$ cat src/rtl/qdac_pkg.sv
package qdac_pkg;
   localparam int CMD_W = 4;

   typedef enum logic [CMD_W-1:0] {
      CMD_NOP     = 4'h0,
      CMD_WR_IN   = 4'h1,
      CMD_UPDATE  = 4'h2,
      CMD_WR_DAC  = 4'h3,
      CMD_CHAIN   = 4'h8
   } qdac_cmd_e;
endpackage

$ cat src/rtl/qdac_insync.sv
module qdac_insync #(
   parameter int             STAGES  = 2,
   parameter int             WIDTH   = 4,
   parameter logic [WIDTH-1:0] RST_VAL = '0
) (
   input  logic             clk,
   input  logic             rst_n,
   input  logic [WIDTH-1:0] pin_i,
   output logic [WIDTH-1:0] lvl_o,
   output logic [WIDTH-1:0] rise_o,
   output logic [WIDTH-1:0] fall_o
);
   localparam int CHAIN_W = STAGES * WIDTH;

   generate
      if (STAGES < 2) begin : g_bad_stages
         $error("qdac_insync: STAGES must be at least 2");
      end
      if (WIDTH < 1) begin : g_bad_width
         $error("qdac_insync: WIDTH must be at least 1");
      end
   endgenerate

   logic [CHAIN_W-1:0] chain_q;
   logic [WIDTH-1:0]   prev_q;

   always_ff @(posedge clk or negedge rst_n) begin
      if (!rst_n) begin
         chain_q <= {STAGES{RST_VAL}};
         prev_q  <= RST_VAL;
      end else begin
         chain_q <= {chain_q[CHAIN_W-WIDTH-1:0], pin_i};
         prev_q  <= chain_q[CHAIN_W-1 -: WIDTH];
      end
   end

   assign lvl_o  = chain_q[CHAIN_W-1 -: WIDTH];
   assign rise_o = lvl_o & ~prev_q;
   assign fall_o = ~lvl_o & prev_q;
endmodule

$ cat src/rtl/qdac_shifter.sv
module qdac_shifter #(
   parameter int FRAME_BITS = 24
) (
   input  logic                  clk,
   input  logic                  rst_n,
   input  logic                  shift_en,
   input  logic                  ser_bit,
   input  logic                  out_load,
   input  logic                  chain_en,
   output logic [FRAME_BITS-1:0] sr_q,
   output logic                  sdo_q
);
   generate
      if (FRAME_BITS < 2) begin : g_bad_frame
         $error("qdac_shifter: FRAME_BITS must be at least 2");
      end
   endgenerate

   always_ff @(posedge clk or negedge rst_n) begin
      if (!rst_n) begin
         sr_q <= '0;
      end else if (shift_en) begin
         sr_q <= {sr_q[FRAME_BITS-2:0], ser_bit};
      end
   end

   always_ff @(posedge clk or negedge rst_n) begin
      if (!rst_n) begin
         sdo_q <= 1'b0;
      end else if (!chain_en) begin
         sdo_q <= 1'b0;
      end else if (out_load) begin
         sdo_q <= sr_q[FRAME_BITS-1];
      end
   end
endmodule

$ cat src/rtl/qdac_regbank.sv
module qdac_regbank
   import qdac_pkg::*;
#(
   parameter int NUM_CH = 4,
   parameter int DATA_W = 16
) (
   input  logic                           clk,
   input  logic                           rst_n,
   input  logic                           exec,
   input  logic                           load_all,
   input  logic                           ldac_low,
   input  logic [CMD_W-1:0]               cmd,
   input  logic [NUM_CH-1:0]              addr,
   input  logic [DATA_W-1:0]              data,
   output logic [NUM_CH-1:0][DATA_W-1:0]  in_q,
   output logic [NUM_CH-1:0][DATA_W-1:0]  dac_q,
   output logic                           chain_q
);
   logic is_wr_in;
   logic is_update;
   logic is_wr_dac;
   logic is_chain;

   always_comb begin
      is_wr_in  = exec && (cmd == CMD_WR_IN);
      is_update = exec && (cmd == CMD_UPDATE);
      is_wr_dac = exec && (cmd == CMD_WR_DAC);
      is_chain  = exec && (cmd == CMD_CHAIN);
   end

   always_ff @(posedge clk or negedge rst_n) begin
      if (!rst_n) begin
         chain_q <= 1'b0;
      end else if (is_chain) begin
         chain_q <= data[0];
      end
   end

   generate
      if (NUM_CH < 1 || DATA_W < 1) begin : g_bad_bank
         $error("qdac_regbank: NUM_CH and DATA_W must be positive");
      end
      for (genvar c = 0; c < NUM_CH; c++) begin : g_ch
         logic in_we;
         logic dac_we;
         logic [DATA_W-1:0] dac_nxt;

         always_comb begin
            in_we   = is_wr_in && addr[c];
            dac_we  = 1'b0;
            dac_nxt = dac_q[c];
            if (addr[c] && (is_wr_dac || (is_wr_in && ldac_low))) begin
               dac_we  = 1'b1;
               dac_nxt = data;
            end else if (addr[c] && is_update) begin
               dac_we  = 1'b1;
               dac_nxt = in_q[c];
            end else if (load_all) begin
               dac_we  = 1'b1;
               dac_nxt = in_q[c];
            end
         end

         always_ff @(posedge clk or negedge rst_n) begin
            if (!rst_n) begin
               in_q[c] <= '0;
            end else if (in_we) begin
               in_q[c] <= data;
            end
         end

         always_ff @(posedge clk or negedge rst_n) begin
            if (!rst_n) begin
               dac_q[c] <= '0;
            end else if (dac_we) begin
               dac_q[c] <= dac_nxt;
            end
         end
      end
   endgenerate
endmodule

$ cat src/rtl/qdac_serial_if.sv
module qdac_serial_if
   import qdac_pkg::*;
#(
   parameter int NUM_CH      = 4,
   parameter int DATA_W      = 16,
   parameter int SYNC_STAGES = 2
) (
   input  logic                          clk,
   input  logic                          rst_n,
   input  logic                          sync_n,
   input  logic                          sclk,
   input  logic                          sdin,
   input  logic                          ldac_n,
   output logic                          sdo,
   output logic [NUM_CH-1:0][DATA_W-1:0] dac_q
);
   localparam int FRAME_BITS = CMD_W + NUM_CH + DATA_W;
   localparam int ADDR_LSB   = DATA_W;
   localparam int CMD_LSB    = DATA_W + NUM_CH;
   localparam int PIN_W      = 4;
   localparam int P_SYNC     = 0;
   localparam int P_SCLK     = 1;
   localparam int P_SDIN     = 2;
   localparam int P_LDAC     = 3;
   localparam logic [PIN_W-1:0] PIN_IDLE = 4'b1011;

   logic [PIN_W-1:0] pin_lvl;
   logic [PIN_W-1:0] pin_rise;
   logic [PIN_W-1:0] pin_fall;

   qdac_insync #(
      .STAGES  (SYNC_STAGES),
      .WIDTH   (PIN_W),
      .RST_VAL (PIN_IDLE)
   ) u_insync (
      .clk    (clk),
      .rst_n  (rst_n),
      .pin_i  ({ldac_n, sdin, sclk, sync_n}),
      .lvl_o  (pin_lvl),
      .rise_o (pin_rise),
      .fall_o (pin_fall)
   );

   logic sync_hi;
   logic frame_start;
   logic frame_end;
   logic shift_en;
   logic out_load;
   logic load_all;
   logic ldac_low;
   logic chain_en;
   logic [FRAME_BITS-1:0] sr_q;
   logic [NUM_CH-1:0][DATA_W-1:0] in_q;

   always_comb begin
      sync_hi     = pin_lvl[P_SYNC];
      frame_start = pin_fall[P_SYNC];
      frame_end   = pin_rise[P_SYNC];
      ldac_low    = ~pin_lvl[P_LDAC];
      shift_en    = pin_fall[P_SCLK] & ~sync_hi;
      out_load    = (pin_rise[P_SCLK] & ~sync_hi) | frame_start;
      load_all    = ldac_low & sync_hi & ~frame_end;
   end

   qdac_shifter #(
      .FRAME_BITS (FRAME_BITS)
   ) u_shifter (
      .clk      (clk),
      .rst_n    (rst_n),
      .shift_en (shift_en),
      .ser_bit  (pin_lvl[P_SDIN]),
      .out_load (out_load),
      .chain_en (chain_en),
      .sr_q     (sr_q),
      .sdo_q    (sdo)
   );

   qdac_regbank #(
      .NUM_CH (NUM_CH),
      .DATA_W (DATA_W)
   ) u_regbank (
      .clk      (clk),
      .rst_n    (rst_n),
      .exec     (frame_end),
      .load_all (load_all),
      .ldac_low (ldac_low),
      .cmd      (sr_q[CMD_LSB +: CMD_W]),
      .addr     (sr_q[ADDR_LSB +: NUM_CH]),
      .data     (sr_q[DATA_W-1:0]),
      .in_q     (in_q),
      .dac_q    (dac_q),
      .chain_q  (chain_en)
   );
endmodule

$ cat config.mk
export PLATFORM = sky130hd
export DESIGN_NAME = qdac_serial_if
export DESIGN_NICKNAME = d
export VERILOG_FILES = /design/src/rtl/qdac_pkg.sv /design/src/rtl/qdac_insync.sv /design/src/rtl/qdac_shifter.sv /design/src/rtl/qdac_regbank.sv /design/src/rtl/qdac_serial_if.sv
export SDC_FILE = /design/constraint.sdc
export NUM_CORES = 1
export LEC_CHECK = 0
export CAP_MARGIN = 30
export CORE_AREA = 5 5 108 161
export CTS_BUF_LIST = sky130_fd_sc_hd__clkbuf_4
export DETAILED_ROUTE_END_ITERATION = 8
export DIE_AREA = 0 0 113 166
export DONT_BUFFER_PORTS = 1
export GPL_TIMING_DRIVEN = 0
export PLACE_DENSITY = 0.62
export SYNTH_ARGS = -nofsm -noshare
export SYNTH_HDL_FRONTEND = slang
export SYNTH_SLANG_ARGS = --single-unit
$ cat constraint.sdc
create_clock -name clk -period 2.4 [get_ports clk]
set_input_delay 0.24 -clock clk [delete_from_list [all_inputs] [get_ports clk]]
set_output_delay 0.24 -clock clk [all_outputs]
set_load 0.01 [all_outputs]
==> impl_metrics.yaml, run 1 <==
placed_design:
  place_congestion: 0.795
  place_ws_ps: -15.7
  dp_hpwl_um: 9030
  portBuffers: 0
  placed_cells: 655
clocking:
  cts_hold_buf: 4
  cts_root_buf: "clkbuf_4"
  clock-sinks: 164
  cts_max_path_buffers: 2
  clkTransAtPathRegs_ps: 140
  cts-resized-gates: 0
  cts_tree: "built"
  cts_max_level: 4
  cts_buffers: 17
  insertion_delay_ps: 520
sta:
  fin_crit_sh_pct: 99.3
  relSlewSlack_pct: 65.3
  clock.fmax_mhz: 420
  slew_viol_final: 0
  final-setup-viol-count: 0
  finalCriticalPeriod_ps: 2380
  hold_ws_ps: -608
  tightest_slew_ps: 518
  rsz0062_at_grt: "yes"
  fin_skew_ps: 18.6
  worst_slack_ps: 17.4
  hold_violations: 164
floorplanning:
  initial_utilization_pct: 43.9
  num_rows: 57
  die_w_um: 113
  core-area_sq_mm: 0.0159
  die-area_sq_mm: 0.0188
  io-pin-count: 71
  fp.dieH_um: 166
setup_path:
  r2r_slack_ps: 20
  slowest_delay_ps: 590
  r2r-end: "u_regbank.dac_q[57]"
  r2r_start: "u_insync.chain_q[4]"
  r2r_cells: 6
  cp-start-kind: "flip-flop"
  end_kind: "flip-flop"
  worstPathArrival_ps: 2790
  crit_slowest_cell: "dfstp_2"
  critical-path-top-delay-family: "compound AO/OA/AOI/OAI gates"
  cp.required_ps: 2810
  cp_cell_sequence: "nor2b_1, buf_2, o211ai_1, o21ai_2, buf_4, mux2_2"
  critPathMaxFanout: 10
  path_class: "flip-flop to flip-flop"
  cp_num_buf_inv: 2
synth:
  synth_nets: 455
  synth_compound_area_share_pct: 1.00
  syn_inst: 449
  synth-adder-area-share_pct: 0
  netlist_area_sq_mm: 0.00698
  synth_xor_xnor_area_share_pct: 0
  netlist-cell-type-count: 26
  ys_seq_area_share_pct: 58.9
  yosys_warnings: 0
  muxShareOfSynthArea_pct: 34.7
  synth_top_family_by_area: "multiplexers"
  synth-simple-area-share_pct: 2.60
  ys_seq_elements: 164
  syn_avg_cell_area_sq_um: 15.5
grt:
  grt.overflow.total: 0
  grt_usage_pct: 15.5
  antenna_found_initial: 1
  grt_max_degree: 165
  grt_pass1_vias: 4119
  grt_pass1_wl_um: 22900
outcome:
  status: "complete, but fails checks"
  violations: "hold timing"
detailed_routing:
  wire_per_inst_um: 19.6
  drt_iter0_drc: 178
  drc: 0
  first_pass_iters: 4
  ant_nets: 0
  viasPerCell: 5.28
  wl_um: 13600
  via_count: 3651
finish:
  syn_to_final_growth_pct: 8.96
  layout.cells.non_filler: 692
  drive_gt1_share_pct: 57.9
  register_area_sq_mm: 0.00411
  multi_input_area_sq_mm: 0.00267
  nFillCells: 1407
  postLayoutCoreUtil_pct: 47.8
  nets: 478
power:
  p_leak_nw: 3.82
  p_per_area_mw_per_mm2: 657
  finalPower_mw: 5.00
  irDropWorstVdd_mv: 0.374
flow_run:
  cap_violations: 0
min_path:
  min_path_type: "input pin to async pin"
[registers in the layout, indices dropped and copies added, names as in the netlist]
signal and cells:
u_shifter.sr_q 24, u_regbank.chain_q 1, u_insync.chain_q 8, u_regbank.in_q 64
u_regbank.dac_q 64, u_insync.prev_q 2, u_shifter.sdo_q 1
[kinds of logic (layout without fill, tap and decap cells)]
| group | count (synthesis) | after routing |
|---|---|---|
| mux | 214 | 214 |
| other cells | 0 | 1 |
| simple gates | 24 | 24 |
| buf+inv | 37 | 73 |
| flops | 164 | 164 |
| compound gates | 10 | 10 |
[through the flow]
stage	setup TNS, ps	hold slack [ps]	instance area (sq um)
after floorplan	0	-55.6	6980
after global placement	-172	-48.8	7240
after detailed placement	-162	-48.8	7240
after CTS	-535	-669	7600
after global routing	-5280	-715	7610
final	0	-608	7610
[worst max-delay path by stage]
| stage | slack, ps | end | from | depth (start not counted) |
|---|---|---|---|---|
| 2_1_floorplan | 390 | u_regbank.dac_q[21] | u_insync.chain_q[4] | 6 |
| 4_1_cts | -40 | u_regbank.dac_q[22] | u_insync.chain_q[4] | 6 |
| 3_3_place_gp | -20 | u_regbank.dac_q[41] | u_insync.chain_q[4] | 6 |
| 5_1_grt | -170 | u_regbank.dac_q[21] | u_insync.chain_q[4] | 6 |
| 3_5_place_dp | -20 | u_regbank.dac_q[37] | u_insync.chain_q[4] | 6 |
| 6_report | 20 | u_regbank.dac_q[57] | u_insync.chain_q[4] | 6 |
[synthesized netlist by cell type]
| cell | instances | area, sq um |
|---|---|---|
| nand2_2 | 4 | 25.0 |
| nor2_1 | 1 | 3.75 |
| and4b_1 | 1 | 10.0 |
| nand2b_1 | 1 | 6.26 |
| o21ai_0 | 4 | 20.0 |
| buf_6 | 4 | 45.0 |
| nand3b_1 | 1 | 7.51 |
| dfrtp_1 | 156 | 3900 |
| nor3b_4 | 1 | 18.8 |
| nor4b_1 | 1 | 8.76 |
| buf_2 | 7 | 35.0 |
| nand4_2 | 4 | 50.1 |
| buf_1 | 15 | 56.3 |
| o21bai_1 | 1 | 7.51 |
| mux2i_1 | 1 | 10.0 |
| buf_4 | 5 | 37.5 |
| nand2_1 | 5 | 18.8 |
| dfstp_2 | 8 | 210 |
| nor2b_1 | 4 | 25.0 |
| mux2_2 | 210 | 2360 |
| mux2_4 | 3 | 45.0 |
| inv_1 | 4 | 15.0 |
| o211ai_1 | 1 | 7.51 |
| o21ai_2 | 4 | 35.0 |
| nor3b_1 | 1 | 7.51 |
| clkbuf_1 | 2 | 7.51 |
[power by group]
part | internal, mW | leakage, nW | total (mW) | switching [mW]
clock | 0.850 | 0.167 | 1.82 | 0.966
combinational | 0.105 | 1.41 | 0.331 | 0.226
sequential | 2.84 | 2.25 | 2.85 | 0.0185
total | 3.79 | 3.82 | 5.00 | 1.21
[area by class of cell]
cell class,instances,area share [%]
inverter,4,0.197
clock inverter,13,2.40
antenna,1,0.0329
sequential,164,54.1
timing repair buffer,4,0.526
clock buffer,19,1.88
multi-input combinational,248,35.1
tap,206,3.39
buffer,33,2.38
[cells in the final DEF (no fill, tap or decap)]
cell type,n
nand4_2,4
nor4b_1,1
clkinv_2,2
clkbuf_1,2
inv_6,1
nand2_2,4
clkinv_1,1
nor2_1,1
nor3b_4,1
nand2_1,5
clkbuf_4,19
buf_6,4
o21bai_1,1
buf_4,5
and4b_1,1
dfrtp_1,156
o21ai_2,4
nor2b_1,4
dfstp_2,8
mux2i_1,1
bufinv_16,4
mux2_4,3
o211ai_1,1
diode_2,1
nand3b_1,1
o21ai_0,4
mux2_2,210
clkinv_4,2
inv_1,4
buf_2,7
dlygate4sd3_1,4
clkinvlp_4,3
nor3b_1,1
nand2b_1,1
buf_1,15
[metal layers]
metal	track usage [%]	share of wire [%]	vias to the layer above
met4	4.65	1.7	0
met3	4.45	3.7	14
met1	18.0	39	1944
met2	27.5	55	52
li1	-	-	1641
met5	0	0	-
[repair_timing]
item                       in CTS  in global routing
pin swaps                       0                  0
hold endpoints to repair      168                164
setup buffers                   0                  0
setup endpoints to repair      27                 40
(Power assumes the default switching activity.)
==> run 2: changes to the inputs <==
--- a/config.mk
+++ b/config.mk
@@ -6,13 +6,13 @@
 export NUM_CORES = 1
 export LEC_CHECK = 0
 export CAP_MARGIN = 30
-export CORE_AREA = 5 5 108 161
+export CORE_AREA = 5 5 91 135
 export CTS_BUF_LIST = sky130_fd_sc_hd__clkbuf_4
 export DETAILED_ROUTE_END_ITERATION = 8
-export DIE_AREA = 0 0 113 166
+export DIE_AREA = 0 0 96 140
 export DONT_BUFFER_PORTS = 1
 export GPL_TIMING_DRIVEN = 0
-export PLACE_DENSITY = 0.62
+export PLACE_DENSITY = 0.83
 export SYNTH_ARGS = -nofsm -noshare
 export SYNTH_HDL_FRONTEND = slang
 export SYNTH_SLANG_ARGS = --single-unit
==> run 2 against run 1 <==
Effect of this change: the flow still finishes with violations (hold timing); core utilization grew 21 points; critical path depth is 1 higher; clock power fell by 15%; final cell count shrank 7.7%; register-to-register slack improved by 130 ps; first-iteration DRC count fell by 13%; final area decreased by 0.72%; total power decreased by 5.5%; die area decreased by 28%.
==> impl_metrics.yaml, run 2 (synthesis results as in run 1) <==
placed_design:
  dp_hpwl_um: 8600
  place_area_sq_mm: 0.00717
  place_congestion: 0.778
  portBuffers: 0
  place_ws_ps: -4.14
clocking:
  cts_buffers: 17
  cts_max_level: 4
  clkTransAtPathRegs_ps: 130
  cts_tree: "built"
  cts_max_path_buffers: 2
  cts_hold_buf: 4
  insertion_delay_ps: 560
  clock-sinks: 164
  cts_root_buf: "clkbuf_4"
grt:
  grt_usage_pct: 20.7
  grt_pass1_vias: 4049
  grt_pass1_wl_um: 20900
  grt_max_degree: 165
  grt.overflow.total: 0
  antenna_found_initial: 1
sta:
  tightest_slew_ps: 583
  setup-tns-final_ps: 0
  final-setup-viol-count: 0
  fin_skew_ps: 13.5
  worst_slack_ps: 152
  slew_viol_final: 0
  fin_crit_sh_pct: 93.7
  finalCriticalPeriod_ps: 2250
  hold_violations: 164
  relSlewSlack_pct: 61.1
  hold_ws_ps: -644
  rsz0062_at_grt: "no"
  clock.fmax_mhz: 445
finish:
  syn_to_final_growth_pct: 8.17
  mostFrequentLayoutCell: "mux2_2"
  final_cell_mix: "210 x mux2_2, 156 x dfrtp_1, 21 x clkbuf_4"
  drive_gt1_share_pct: 58.0
  nets: 484
  final_area_sq_mm: 0.00755
  reg_top3: "u_regbank.dac_q: 64 flops, u_regbank.in_q: 64 flops, u_shifter.sr_q: 24 flops"
  postLayoutCoreUtil_pct: 69.0
setup_path:
  cp-start-kind: "flip-flop"
  worstPathArrival_ps: 2700
  cp.required_ps: 2850
  end_kind: "flip-flop"
  critPathMaxFanout: 10
  path_class: "flip-flop to flip-flop"
detailed_routing:
  drt_iter0_drc: 154
  first_pass_iters: 4
  wl_um: 12700
  via_count: 3629
  ant_nets: 0
  drc: 0
  wire_per_inst_um: 19.9
  viasPerCell: 5.68
floorplanning:
  fp.dieH_um: 140
  num_rows: 47
  die_w_um: 96
  core-area_sq_mm: 0.0109
  die-area_sq_mm: 0.0134
  io-pin-count: 71
  initial_utilization_pct: 63.8
outcome:
  status: "complete, but fails checks"
  violations: "hold timing"
flow_run:
  cap_violations: 0
min_path:
  min_path_type: "input pin to async pin"
power:
  finalPower_mw: 4.72
  irDropWorstVdd_mv: 0.394
  p_per_area_mw_per_mm2: 626
  p_leak_nw: 3.83
[run 2: cell types whose count changed in the layout (fill, tap and decap cells not counted), sizes merged]
| cell | change |
|---|---|
| buf | +6 |
| bufinv | -2 |
| clkbuf | +2 |
| clkinvlp | +1 |
| inv | -1 |
[run 2: layout make-up]
cell class	instances	area, sq um
Inverter	4	15.0
Timing Repair Buffer	10	85.1
Buffer	33	181
Sequential cell	164	4110
Fill cell	764	3390
Clock inverter	11	111
Clock buffer	21	158
Tap cell	147	184
Multi-Input combinational cell	248	2700
Antenna cell	1	2.50
[run 2: where the power goes]
part           switching, mW  total [mW]  internal (mW)
Sequential            0.0189        2.85           2.84
Clock                  0.892        1.54          0.648
Combinational          0.219       0.329          0.110
[run 2: critical path, cell delays in order, from the launching register on]
cell and delay, ps:
dfstp_2 590, nor2b_1 130, buf_2 210, o211ai_1 120, buf_4 190, o21ai_4 290
buf_4 260, mux2_2 350
[run 2: path summary, 6_finish.rpt]
path                       cells past startpoint  slack [ps]                   to           startpoint
setup / recovery                               7         150  u_regbank.dac_q[14]  u_insync.chain_q[4]
hold / removal                                 0        -640  u_regbank.dac_q[58]                rst_n
setup reg to reg                               7         150  u_regbank.dac_q[14]  u_insync.chain_q[4]
hold reg to reg                                0         370  u_insync.chain_q[6]  u_insync.chain_q[2]
max in group asynchronous                      0        2820  u_insync.chain_q[0]                rst_n
min in group clk                               1         220  u_insync.chain_q[1]                 sclk
[run 2: per-stage QoR]
stage                     std cells  hold slack (ps)
after floorplan                 449            -55.6
after global placement          596            -51.7
after detailed placement        596            -50.5
after CTS                       632             -684
after global routing            639             -703
final                           639             -644
[run 2: what timing repair did]
| action | in CTS | in global routing |
|---|---|---|
| setup buffers | 0 | 6 |
| setup endpoints to repair | 12 | 40 |
| gates resized for setup | 0 | 4 |
| endpoints found under the hold margin | 168 | 164 |
| pin swaps | 0 | 3 |
[run 2: routing by layer]
layer	part of all wire (%)	vias up	global-route usage, %
met5	0	-	0
met4	1.6	0	6.52
met3	4.4	21	6.38
met2	56	71	35.8
met1	38	1883	24.2
li1	-	1654	-
==> run 3: changes to the inputs <==
--- a/config.mk
+++ b/config.mk
@@ -5,14 +5,14 @@
 export SDC_FILE = /design/constraint.sdc
 export NUM_CORES = 1
 export LEC_CHECK = 0
+export BUFFER_PORTS_ARGS = -buffer_cell sky130_fd_sc_hd__buf_2
 export CAP_MARGIN = 30
-export CORE_AREA = 5 5 91 135
+export CORE_AREA = 5 5 101 122
 export CTS_BUF_LIST = sky130_fd_sc_hd__clkbuf_4
 export DETAILED_ROUTE_END_ITERATION = 8
-export DIE_AREA = 0 0 96 140
-export DONT_BUFFER_PORTS = 1
+export DIE_AREA = 0 0 106 127
 export GPL_TIMING_DRIVEN = 0
-export PLACE_DENSITY = 0.83
+export PLACE_DENSITY = 0.88
 export SYNTH_ARGS = -nofsm -noshare
 export SYNTH_HDL_FRONTEND = slang
 export SYNTH_SLANG_ARGS = --single-unit
==> constraint.sdc (replaced) <==
create_clock -name clk -period 2.7 [get_ports clk]
set_input_delay 0.27 -clock clk [delete_from_list [all_inputs] [get_ports clk]]
set_output_delay 0.27 -clock clk [all_outputs]
set_load 0.01 [all_outputs]
==> run 3 against run 2 <==
Effect of this change: the flow now finishes without violations; wire length decreased by 0.64%; clock skew increased by 4.4 ps; total power decreased by 10%; die area increased by 0.16%; final area increased by 3.9%; core utilization increased by 2.8 points; critical endpoint is now u_regbank.dac_q[11]; largest cell class unchanged; largest power group unchanged.
==> impl_metrics.yaml, run 3 (synthesis results as in run 1) <==
finish:
  syn_to_final_growth_pct: 12.4
  final_cell_mix: "210 x mux2_2, 156 x dfrtp_1, 76 x buf_2"
  nFillCells: 802
  mostFrequentLayoutCell: "mux2_2"
  reg_top3: "u_regbank.dac_q: 64 flops, u_regbank.in_q: 64 flops, u_shifter.sr_q: 24 flops"
  drive_gt1_share_pct: 63.0
  nets: 550
  antenna_cells: 0
sta:
  hold_violations: 0
  finalCriticalPeriod_ps: 2400
  rsz0062_at_grt: "no"
  hold_ws_ps: 276
  tightest_slew_ps: 605
  fin_crit_sh_pct: 89.0
  final-setup-viol-count: 0
  relSlewSlack_pct: 59.7
  setup-tns-final_ps: 0
  slew_viol_final: 0
  fin_skew_ps: 18.0
  clock.fmax_mhz: 416
outcome:
  status: "complete, no violations"
clocking:
  cts_max_level: 4
  cts_max_path_buffers: 2
  post_cts_buffers: 0
  clock-sinks: 164
  insertion_delay_ps: 540
  cts_tree: "built"
  cts_root_buf: "clkbuf_4"
  cts_hold_buf: 5
  clkTransAtPathRegs_ps: 120
  cts_buffers: 17
  cts-resized-gates: 0
power:
  internal_power_mw: 3.20
  net-switching-power_mw: 1.04
  p_clk_share_pct: 32.3
  p_seq_share_pct: 59.8
  finalPower_mw: 4.24
  p_per_area_mw_per_mm2: 541
  switching_share_pct: 24.6
  p_leak_nw: 4.21
  irDropWorstVdd_mv: 0.361
  comb_power_share_pct: 7.9
floorplanning:
  die-area_sq_mm: 0.0135
  io-pin-count: 71
  die_w_um: 106
  core-area_sq_mm: 0.0109
  num_rows: 42
  fp.dieH_um: 127
  initial_utilization_pct: 63.9
flow_run:
  cap_violations: 0
grt:
  grt_pass1_wl_um: 21400
  grt_max_degree: 99
  antenna_found_initial: 0
  grt_pass1_vias: 4247
  grt.overflow.total: 0
  grt_usage_pct: 20.3
detailed_routing:
  drc: 0
  first_pass_iters: 5
  ant_nets: 0
  wire_per_inst_um: 18.3
  drt_iter0_drc: 140
  wl_um: 12600
  via_count: 3915
  viasPerCell: 5.68
setup_path:
  end_kind: "flip-flop"
  cp-start-kind: "flip-flop"
  critPathMaxFanout: 10
  worstPathArrival_ps: 2830
  path_class: "flip-flop to flip-flop"
  cp.required_ps: 3130
placed_design:
  portBuffers: 70
  dp_hpwl_um: 8860
  place_congestion: 0.921
min_path:
  min_path_type: "input pin to async pin"
run 3: cell types whose count changed in the layout (fill, tap and decap cells not counted), moves of 2 or more:
| cell | previous run | this run |
|---|---|---|
| buf_4 | 11 | 5 |
| o21ai_4 | 4 | 0 |
| o21ai_2 | 0 | 4 |
| clkinv_2 | 2 | 4 |
| buf_2 | 7 | 76 |
| clkinvlp_4 | 4 | 2 |
run 3: layout make-up:
cell class	instances	area, sq um	area share [%]
clock inverter	11	111	1.42
multi-input combinational	248	2670	34.0
timing repair buffer	76	434	5.53
tap	132	165	2.10
clock buffer	21	158	2.01
sequential	164	4110	52.4
buffer	33	181	2.31
inverter	4	15.0	0.191
run 3: worst paths after layout:
| path | from | endpoint | slack (ps) | cells after the start |
|---|---|---|---|---|
| setup / recovery | u_insync.chain_q[4] | u_regbank.dac_q[11] | 300 | 6 |
| hold / removal | rst_n | u_regbank.dac_q[59] | 280 | 2 |
| setup reg to reg | u_insync.chain_q[4] | u_regbank.dac_q[11] | 300 | 6 |
| hold reg to reg | u_insync.chain_q[1] | u_insync.chain_q[5] | 360 | 0 |
| max in group asynchronous | rst_n | u_shifter.sr_q[17] | 1560 | 3 |
| min in group clk | ldac_n | u_insync.chain_q[3] | 360 | 2 |
run 3: through the flow:
step	worst slack (ps)	std cells	util [%]	cell area [sq um]
floorplan	690	449	-	6980
global placement	-937	651	68.6	7500
detailed placement	315	652	68.9	7530
CTS	286	689	71.8	7850
global route	232	689	71.8	7850
finish	296	689	71.8	7850
run 3: power groups by stage:
| stage | registers, mW | clock network, mW | logic, mW |
|---|---|---|---|
| after floorplan | 2.58 | 0 | 0.199 |
| after global placement | 2.58 | 0 | 0.319 |
| after detailed placement | 2.59 | 0 | 0.342 |
| after CTS | 2.54 | 1.40 | 0.349 |
| after global routing | 2.55 | 1.50 | 0.378 |
| final | 2.54 | 1.37 | 0.336 |
run 3: routing by layer:
metal	share of wire (%)	GRT usage, %	wire [um]	vias up
met5	0	0	0	-
met4	1.8	7.39	223	0
met3	3.5	4.34	441	24
met2	53	35.1	6650	93
met1	42	25.2	5290	2001
li1	-	-	-	1797
run 3: worst max-delay path: stages (launching register included):
cell	delay (ps)
dfstp_2	590
nor2b_1	130
buf_2	210
o211ai_1	250
o21ai_2	470
buf_4	300
mux2_2	360
